==> src/rtl/wdog_pkg.sv <==
package wdog_pkg;
  typedef enum logic [1:0] {
    A_CTRL  = 2'd0,
    A_LOAD  = 2'd1,
    A_FEED  = 2'd2,
    A_COUNT = 2'd3
  } wd_addr_e;

  localparam int unsigned C_EN   = 0;
  localparam int unsigned C_MODE = 1;
  localparam int unsigned C_IRQ  = 2;
  localparam int unsigned C_WDF  = 3;
  localparam int unsigned C_BITS = 4;
endpackage

==> src/rtl/wdog_prescale.sv <==
module wdog_prescale #(
  parameter int unsigned DIV = 4
) (
  input  logic clk_i,
  input  logic rst_ni,
  input  logic run_i,
  input  logic clr_i,
  output logic tick_o
);
  generate
    if (DIV <= 1) begin : g_bypass
      logic unused_q;
      always_ff @(posedge clk_i or negedge rst_ni) begin
        if (!rst_ni) unused_q <= 1'b0;
        else         unused_q <= clr_i;
      end
      assign tick_o = run_i;
    end else begin : g_div
      localparam int unsigned PW = $clog2(DIV);
      localparam logic [PW-1:0] LAST = PW'(DIV - 1);
      logic [PW-1:0] ph_q;
      always_ff @(posedge clk_i or negedge rst_ni) begin
        if (!rst_ni)              ph_q <= '0;
        else if (clr_i || !run_i) ph_q <= '0;
        else if (ph_q == LAST)    ph_q <= '0;
        else                      ph_q <= ph_q + 1'b1;
      end
      assign tick_o = run_i && (ph_q == LAST);
    end
  endgenerate
endmodule

==> src/rtl/wdog_feed_seq.sv <==
module wdog_feed_seq #(
  parameter int unsigned KEY_W = 8,
  parameter logic [KEY_W-1:0] KEY_A = 8'hAA,
  parameter logic [KEY_W-1:0] KEY_B = 8'h55
) (
  input  logic             clk_i,
  input  logic             rst_ni,
  input  logic             acc_i,
  input  logic             feed_wr_i,
  input  logic [KEY_W-1:0] key_i,
  output logic             good_o,
  output logic             bad_o
);
  logic pend_q, pend_d;

  always_comb begin
    good_o = 1'b0;
    bad_o  = 1'b0;
    pend_d = pend_q;
    if (acc_i) begin
      if (feed_wr_i) begin
        if (pend_q) begin
          pend_d = 1'b0;
          if (key_i == KEY_B) good_o = 1'b1;
          else                bad_o  = 1'b1;
        end else if (key_i == KEY_A) begin
          pend_d = 1'b1;
        end else begin
          bad_o = 1'b1;
        end
      end else begin
        // any foreign access breaks an open sequence
        bad_o  = pend_q;
        pend_d = 1'b0;
      end
    end
  end

  always_ff @(posedge clk_i or negedge rst_ni) begin
    if (!rst_ni) pend_q <= 1'b0;
    else         pend_q <= pend_d;
  end
endmodule

==> src/rtl/wdog_down_cnt.sv <==
module wdog_down_cnt #(
  parameter int unsigned CNT_W = 32
) (
  input  logic             clk_i,
  input  logic             rst_ni,
  input  logic             load_i,
  input  logic             kill_i,
  input  logic             tick_i,
  input  logic [CNT_W-1:0] reload_i,
  output logic [CNT_W-1:0] cnt_o,
  output logic             armed_o,
  output logic             expire_o
);
  localparam logic [CNT_W-1:0] ONE = CNT_W'(1);

  logic [CNT_W-1:0] cnt_q;
  logic             armed_q;

  always_ff @(posedge clk_i or negedge rst_ni) begin
    if (!rst_ni) begin
      cnt_q   <= '0;
      armed_q <= 1'b0;
    end else begin
      if (load_i && !kill_i) cnt_q <= reload_i;
      else if (tick_i)       cnt_q <= cnt_q - 1'b1;

      if (kill_i)      armed_q <= 1'b0;
      else if (load_i) armed_q <= 1'b1;
    end
  end

  assign expire_o = armed_q && tick_i && (cnt_q == ONE);
  assign cnt_o    = cnt_q;
  assign armed_o  = armed_q;
endmodule

==> src/rtl/wdog_feed_top.sv <==
module wdog_feed_top
  import wdog_pkg::*;
#(
  parameter int unsigned CNT_W    = 32,
  parameter int unsigned PRESCALE = 4,
  parameter int unsigned MIN_LOAD = 256,
  parameter int unsigned KEY_W    = 8,
  parameter logic [KEY_W-1:0] KEY_A = 8'hAA,
  parameter logic [KEY_W-1:0] KEY_B = 8'h55
) (
  input  logic             clk_i,
  input  logic             rst_ni,
  input  logic             reg_we_i,
  input  logic             reg_re_i,
  input  logic [1:0]       reg_addr_i,
  input  logic [CNT_W-1:0] reg_wdata_i,
  output logic [CNT_W-1:0] reg_rdata_o,
  output logic             rst_req_o,
  output logic             irq_o
);
  localparam logic [CNT_W-1:0] MIN_VAL = CNT_W'(MIN_LOAD);

  wd_addr_e addr;
  logic acc, feed_wr, ctrl_wr, load_wr;
  logic good, bad, tick, expire, armed, ev;
  logic [CNT_W-1:0] cnt;

  logic en_q, mode_q, irq_q, wdf_q, rst_req_q;
  logic [CNT_W-1:0] reload_q;

  assign addr    = wd_addr_e'(reg_addr_i);
  assign acc     = reg_we_i || reg_re_i;
  assign feed_wr = reg_we_i && (addr == A_FEED);
  assign ctrl_wr = reg_we_i && (addr == A_CTRL);
  assign load_wr = reg_we_i && (addr == A_LOAD);

  wdog_feed_seq #(
    .KEY_W (KEY_W),
    .KEY_A (KEY_A),
    .KEY_B (KEY_B)
  ) u_feed (
    .clk_i     (clk_i),
    .rst_ni    (rst_ni),
    .acc_i     (acc),
    .feed_wr_i (feed_wr),
    .key_i     (reg_wdata_i[KEY_W-1:0]),
    .good_o    (good),
    .bad_o     (bad)
  );

  wdog_prescale #(
    .DIV (PRESCALE)
  ) u_pre (
    .clk_i  (clk_i),
    .rst_ni (rst_ni),
    .run_i  (armed),
    .clr_i  (good && en_q),
    .tick_o (tick)
  );

  assign ev = en_q && (expire || bad);

  wdog_down_cnt #(
    .CNT_W (CNT_W)
  ) u_cnt (
    .clk_i    (clk_i),
    .rst_ni   (rst_ni),
    .load_i   (good && en_q),
    .kill_i   (ev),
    .tick_i   (tick),
    .reload_i (reload_q),
    .cnt_o    (cnt),
    .armed_o  (armed),
    .expire_o (expire)
  );

  always_ff @(posedge clk_i or negedge rst_ni) begin
    if (!rst_ni) begin
      en_q      <= 1'b0;
      mode_q    <= 1'b0;
      irq_q     <= 1'b0;
      wdf_q     <= 1'b0;
      rst_req_q <= 1'b0;
      reload_q  <= MIN_VAL;
    end else begin
      rst_req_q <= ev && mode_q;
      if (load_wr) reload_q <= (reg_wdata_i < MIN_VAL) ? MIN_VAL : reg_wdata_i;
      if (ev) begin
        en_q <= 1'b0;
        if (mode_q) wdf_q <= 1'b1;
        else        irq_q <= 1'b1;
        if (ctrl_wr) mode_q <= reg_wdata_i[C_MODE];
      end else if (ctrl_wr) begin
        en_q   <= en_q | reg_wdata_i[C_EN];
        mode_q <= reg_wdata_i[C_MODE];
        if (!reg_wdata_i[C_IRQ]) irq_q <= 1'b0;
        if (!reg_wdata_i[C_WDF]) wdf_q <= 1'b0;
      end
    end
  end

  always_comb begin
    unique case (addr)
      A_CTRL:  reg_rdata_o = CNT_W'({wdf_q, irq_q, mode_q, en_q});
      A_LOAD:  reg_rdata_o = reload_q;
      A_FEED:  reg_rdata_o = '0;
      A_COUNT: reg_rdata_o = cnt;
      default: reg_rdata_o = '0;
    endcase
  end

  assign rst_req_o = rst_req_q;
  assign irq_o     = irq_q;
endmodule

==> config.mk <==
export PLATFORM = sky130hd
export DESIGN_NAME = wdog_feed_top
export DESIGN_NICKNAME = d
export VERILOG_FILES = /design/src/rtl/wdog_pkg.sv /design/src/rtl/wdog_prescale.sv /design/src/rtl/wdog_feed_seq.sv /design/src/rtl/wdog_down_cnt.sv /design/src/rtl/wdog_feed_top.sv
export SDC_FILE = /design/constraint.sdc
export NUM_CORES = 1
export LEC_CHECK = 0
export BUFFER_PORTS_ARGS = -buffer_cell sky130_fd_sc_hd__buf_2
export CAP_MARGIN = 20
export CORE_ASPECT_RATIO = 1.75
export CORE_MARGIN = 1
export CORE_UTILIZATION = 30
export DETAILED_ROUTE_END_ITERATION = 16
export GPL_ROUTABILITY_DRIVEN = 0
export PLACE_DENSITY = 0.57
export SKIP_CTS_REPAIR_TIMING = 1
export SLEW_MARGIN = 20
export SYNTH_ARGS = -nofsm -noshare
export SYNTH_HDL_FRONTEND = slang
export SYNTH_SLANG_ARGS = --single-unit
==> constraint.sdc <==
create_clock -name clk_i -period 2.8 [get_ports clk_i]
set_input_delay 0.56 -clock clk_i [delete_from_list [all_inputs] [get_ports clk_i]]
set_output_delay 0.56 -clock clk_i [all_outputs]
set_load 0.01 [all_outputs]
After elaboration in Yosys (flattened, before gate mapping)
Cells that the tools add are included.
Widths: inputs -> output; s select.
Storage, ports and cells
  register bits: 73
  bits of input ports: 38
  output and inout port bits: 34
  logic and storage cells: 76
Operators by class
  add/sub/neg operators: 2
  $lt $le $gt $ge: 1
  equal/unequal tests: 11
  muxes and demuxes: 30
  bitwise logic cells: 1
  reductions and logical operators: 21
Operator list (count)
  $pmux 32 s4: 1
  $mux 32: 3
  $eq 32x1->1 const B: 1
  $lt 32x9->1 const B: 1
  $sub 32x1->32 const B: 1
  $mux 1: 24
  $logic_and 1x1->1: 10
  $eq 8x7->1 const B: 1
  $eq 8x8->1 const B: 1
  $eq 2x2->1 const B: 3
  $ne 2x1->1 const B: 3
  $reduce_and 3->1: 2
  $reduce_bool 2->1: 3
  $mux 2: 2
  $logic_or 1x1->1: 3
  $add 2x1->2 const B: 1
  $eq 2x1->1 const B: 1
  $logic_not 1->1: 2
  $logic_not 2->1: 1
  $ne 2x2->1 const B: 1
  $or 1x1->1: 1

Logic depth before layout (Yosys ltp)
  depth after elaboration: 10
  mapped depth: 7
  mapped depth without buffers: 7

Hierarchy
Synthesis repeated with hierarchy kept, for this count alone.
Second synthesis, totals
  cell total of the unflattened synthesis: 432
  area, all modules: 4364.2 um^2
By module, submodules not included
  wdog_feed_top: instances 1, cells an instance 182, area each 2097.0 um^2, seq. area each 927.1 um^2
  wdog_down_cnt: instances 1, cells an instance 232, area each 2058.2 um^2, seq. area each 825.8 um^2
  wdog_feed_seq: instances 1, cells an instance 12, area each 116.4 um^2, seq. area each 25.0 um^2
  wdog_prescale: instances 1, cells an instance 6, area each 92.6 um^2, seq. area each 50.0 um^2

Worst setup path after synthesis
Ideal clock, no wire load.
  path kind: reg2reg
  from: reg u_cnt.cnt_q[17] (netlist: u_cnt.cnt_o[17])
  to: reg u_cnt.cnt_q[0] (netlist: u_cnt.cnt_o[0])
  setup time: 0.125 ns
  arrival: 2.293 ns
  required time: 2.675 ns
  slack: 0.382 ns
  stages on the path, launching flop included: 7
  clock period less this slack: 2.418 ns
  path through: dfrtp_1 -> or3_1 -> or4_4 -> nor4_4 -> nor2_2 -> buf_6 -> mux2_4
On the way
  word-level cells in the longest chain between the ends: 7
  elaborated cells between the ends (all ways): 8
  classes of those cells: eq/ne (1); mux (1); reduce/logical (6)
RTL lines
  from (decl): line wdog_down_cnt.sv:16  | logic [CNT_W-1:0] cnt_q;
  from (signal assigned): line wdog_down_cnt.sv:24  | if (load_i && !kill_i) cnt_q <= reload_i;
  from (signal assigned): line wdog_down_cnt.sv:25  | else if (tick_i) cnt_q <= cnt_q - 1'b1;
  $eq 32x1->1 *: line wdog_down_cnt.sv:32  | assign expire_o = armed_q && tick_i && (cnt_q == ONE);
  $logic_and 1x1->1 *: line wdog_down_cnt.sv:32
  $logic_or 1x1->1 *: line wdog_feed_top.sv:61  | assign ev = en_q && (expire || bad);
  $logic_and 1x1->1 *: line wdog_feed_top.sv:61
  $logic_not 1->1 *: line wdog_down_cnt.sv:24
  $logic_and 1x1->1 *: line wdog_down_cnt.sv:24
  $mux 32 / $reduce_bool 2->1 (equally long branches)
Every way passes the cells marked *; elsewhere a longest branch is shown, timed or not.
A chain may end at the register's enable or synchronous reset.

Final worst setup path
  from: reg u_cnt.cnt_q[17] (netlist: u_cnt.cnt_o[17])
  to: reg u_cnt.cnt_q[10] (netlist: u_cnt.cnt_o[10])
The elaborated chain is that of the path after synthesis.

==> reports/qor.txt <==
Status - finished, final reports clean
Hold WS - 85.2 ps
Fin crit period - 2640 ps
Crit path cell chain - or3_1, or4_4, nor4_4, nor2_4, buf_12, mux2_4
Synth Register Bits - 73
RSZ-0062 raised after global routing - false
Avg WL per Cell - 17.2 um
Post-synthesis sequential area ratio - 42.9%
PwrDens - 548 mW/mm^2
Post-route ant nets - 0
H-tree Lvls - 3
Period utilisation layout - 94.1%
Maximum root-to-sink buffer count - 2
Syn_nets - 411
DRC viols - 0
Top-level port count - 72
Top cells by area, synth - dfrtp_1, mux2_4, mux2i_1
Chip Width - 92.1 um
P&R area growth vs syn - 24.0%
Max Cap Violations - 0
Layout cell share with drive strength beyond 1 - 37.3%
Rows - 57
Final std cells w/o fill - 638
Netlist Area Pre-Place - 0.00426 mm^2
Startpoint Class - flip-flop
Skew-Pair Late Insertion Delay - 340 ps
Port bufs - 71
Largest net degree at the start of global routing - 65
DIE HEIGHT - 160 um
Post-Route Skew - 6.31 ps
First-pass detailed-route iteration total - 4
Max Fclk - 379 MHz
Synth warn - 0
CP max stage delay - 600 ps
Initial antenna violation count - 0
Root buf cell - clkbuf_16
Max_slew headroom - 54.1%
Crit end category - flip-flop
Total vias in the final route - 3181
Initial Utilization - 30.6%
CTS tree - yes
Final setup TNS - 0 ps
Synth top area share - 42.3%
Die area - 0.0147 mm^2
Cell taking the most area after synthesis - dfrtp_1
Setup Viol. Count Final - 0
CP Buf/Inv Count - 1
Final hold viol count - 0
GR Overflow Total - 0
Nets - 497
Crit path DAT - 2860 ps
Routed WL - 11000 um
Clock-pin slew on the worst setup and hold paths - 60 ps
Core area - 0.0139 mm^2
Cts bufs inserted - 9
CTS Sinks - 73
Synthesized area per cell - 11.5 um^2
Fin. max-slew vios - 0
Crit-path max FO - 20
Kind of critical path - flip-flop to flip-flop
Synth Instances - 370
Global-route wire length before repair - 18000 um
Largest delay share family, worst path - simple AND/OR/NAND/NOR gates
Number of global-route vias before repair - 3350
Placed cells - 622
Worst path slowest cell - or4_4
Final HPWL DP - 8220 um
Leakage - 2.64 nW
Worst hold path type - input port to asynchronous set/reset pin
Total GRT Usage - 16.0%
Worst-Margin Slew - 671 ps
Initial drt markers - 123
Peak supply drop - 0.296 mV
WP data required - 3020 ps
Via density - 4.99
Inserted Diodes - 0
Netlist cell types - 42
==> kinds of logic (layout without fill, tap and decap cells) <==
| group | Yosys count | after routing | synth area share, % |
|---|---|---|---|
| flip-flops | 73 | 73 | 42.9 |
| adder cells (fa/ha/maj) | 3 | 3 | 0.881 |
| XOR/XNOR | 31 | 31 | 6.37 |
| buffers and inverters | 25 | 116 | 2.73 |
| AND/OR/NAND/NOR | 125 | 125 | 18.0 |
| AO/OA/AOI/OAI | 25 | 25 | 4.11 |
| multiplexers | 88 | 88 | 25.0 |
==> final timing paths <==
path / startpoint / end / slack (ps) / depth (start not counted)
min: rst_ni / reload_q[12] / 90 / 1
max reg2reg: u_cnt.cnt_o[17] / u_cnt.cnt_o[10] / 160 / 6
max: u_cnt.cnt_o[17] / u_cnt.cnt_o[10] / 160 / 6
max in group asynchronous: rst_ni / reload_q[8] / 2080 / 2
min reg2reg: u_pre.g_div.ph_q[0] / u_pre.g_div.ph_q[0] / 450 / 1
min in group clk_i: u_pre.g_div.ph_q[0] / u_pre.g_div.ph_q[0] / 450 / 1
==> cells in the mapped netlist <==
master     instances
dfrtp_1           72
mux2i_1           32
mux2_4            30
nor2b_1           30
mux2_2            25
xor2_1            20
nor4_1            18
nor3_1            14
clkbuf_1          12
nor2_1            12
xnor2_1           11
nand3_1            9
a22o_1             8
inv_1              8
nand2_1            8
o21ai_0            6
or3_1              5
or4_1              5
nand3b_1           4
nand4_1            4
a2111oi_0          3
a21oi_1            3
buf_6              3
ha_1               3
or4_4              3
and3_1             2
buf_1              2
nand2b_1           2
o22ai_1            2
or3b_2             2
a21o_1             1
a31oi_1            1
and4_1             1
dfstp_2            1
mux2_1             1
nand4b_1           1
nand4bb_1          1
nor2_2             1
nor4_4             1
o21a_1             1
or4b_2             1
or4bb_1            1
==> per-stage QoR <==
| stage | worst slack [ps] | util (%) | power, W | area [um^2] |
|---|---|---|---|---|
| final | 165 | 38.0 | 0.00289 | 5280 |
| after global routing | 57.6 | 38.0 | 0.00302 | 5280 |
| after CTS | 166 | 38.0 | 0.00292 | 5280 |
| after detailed placement | 181 | 35.6 | 0.00164 | 4950 |
| after global placement | 199 | 35.6 | 0.00163 | 4950 |
| after floorplan | 382 | - | 0.00145 | 4260 |
==> state kept, by name, indices dropped and copies added, names as in the netlist <==
name	cells
u_feed.pend_q	1
u_pre.g_div.ph_q	2
u_cnt.cnt_o	32
u_cnt.armed_o	1
en_q	1
mode_q	1
irq_o	1
wdf_q	1
rst_req_o	1
reload_q	32
==> layout make-up <==
class	count	area, um^2
clock buffers	11	253
clock inverters	5	77.6
fillers	1376	8630
inverters	8	30.0
multi-input cells	272	2320
flip-flops and latches	73	1830
well taps	177	221
repair buffers	92	551
==> per-layer routing <==
metal	vias up	wire length, um	GRT usage [%]	share of wire, %
met1	1587	4280	17.7	39
met4	0	307	7.10	2.8
met5	-	0	0	0
met2	60	6070	29.4	55
li1	1516	-	-	-
met3	18	302	2.76	2.8
==> report_power, final <==
group	internal, W	switching (W)
registers	0.00116	0.0000983
logic	0.000182	0.000173
clock network	0.000825	0.000454
==> layout by cell type (no fill, tap or decap), types with 14 or more instances in the layout <==
cell type  instances
mux2_4            30
nor3_1            14
buf_2             71
mux2_2            25
nor4_1            18
nor2b_1           30
xor2_1            20
mux2i_1           32
buf_4             18
dfrtp_1           72
Note: power is estimated with default switching activity, not from simulation.
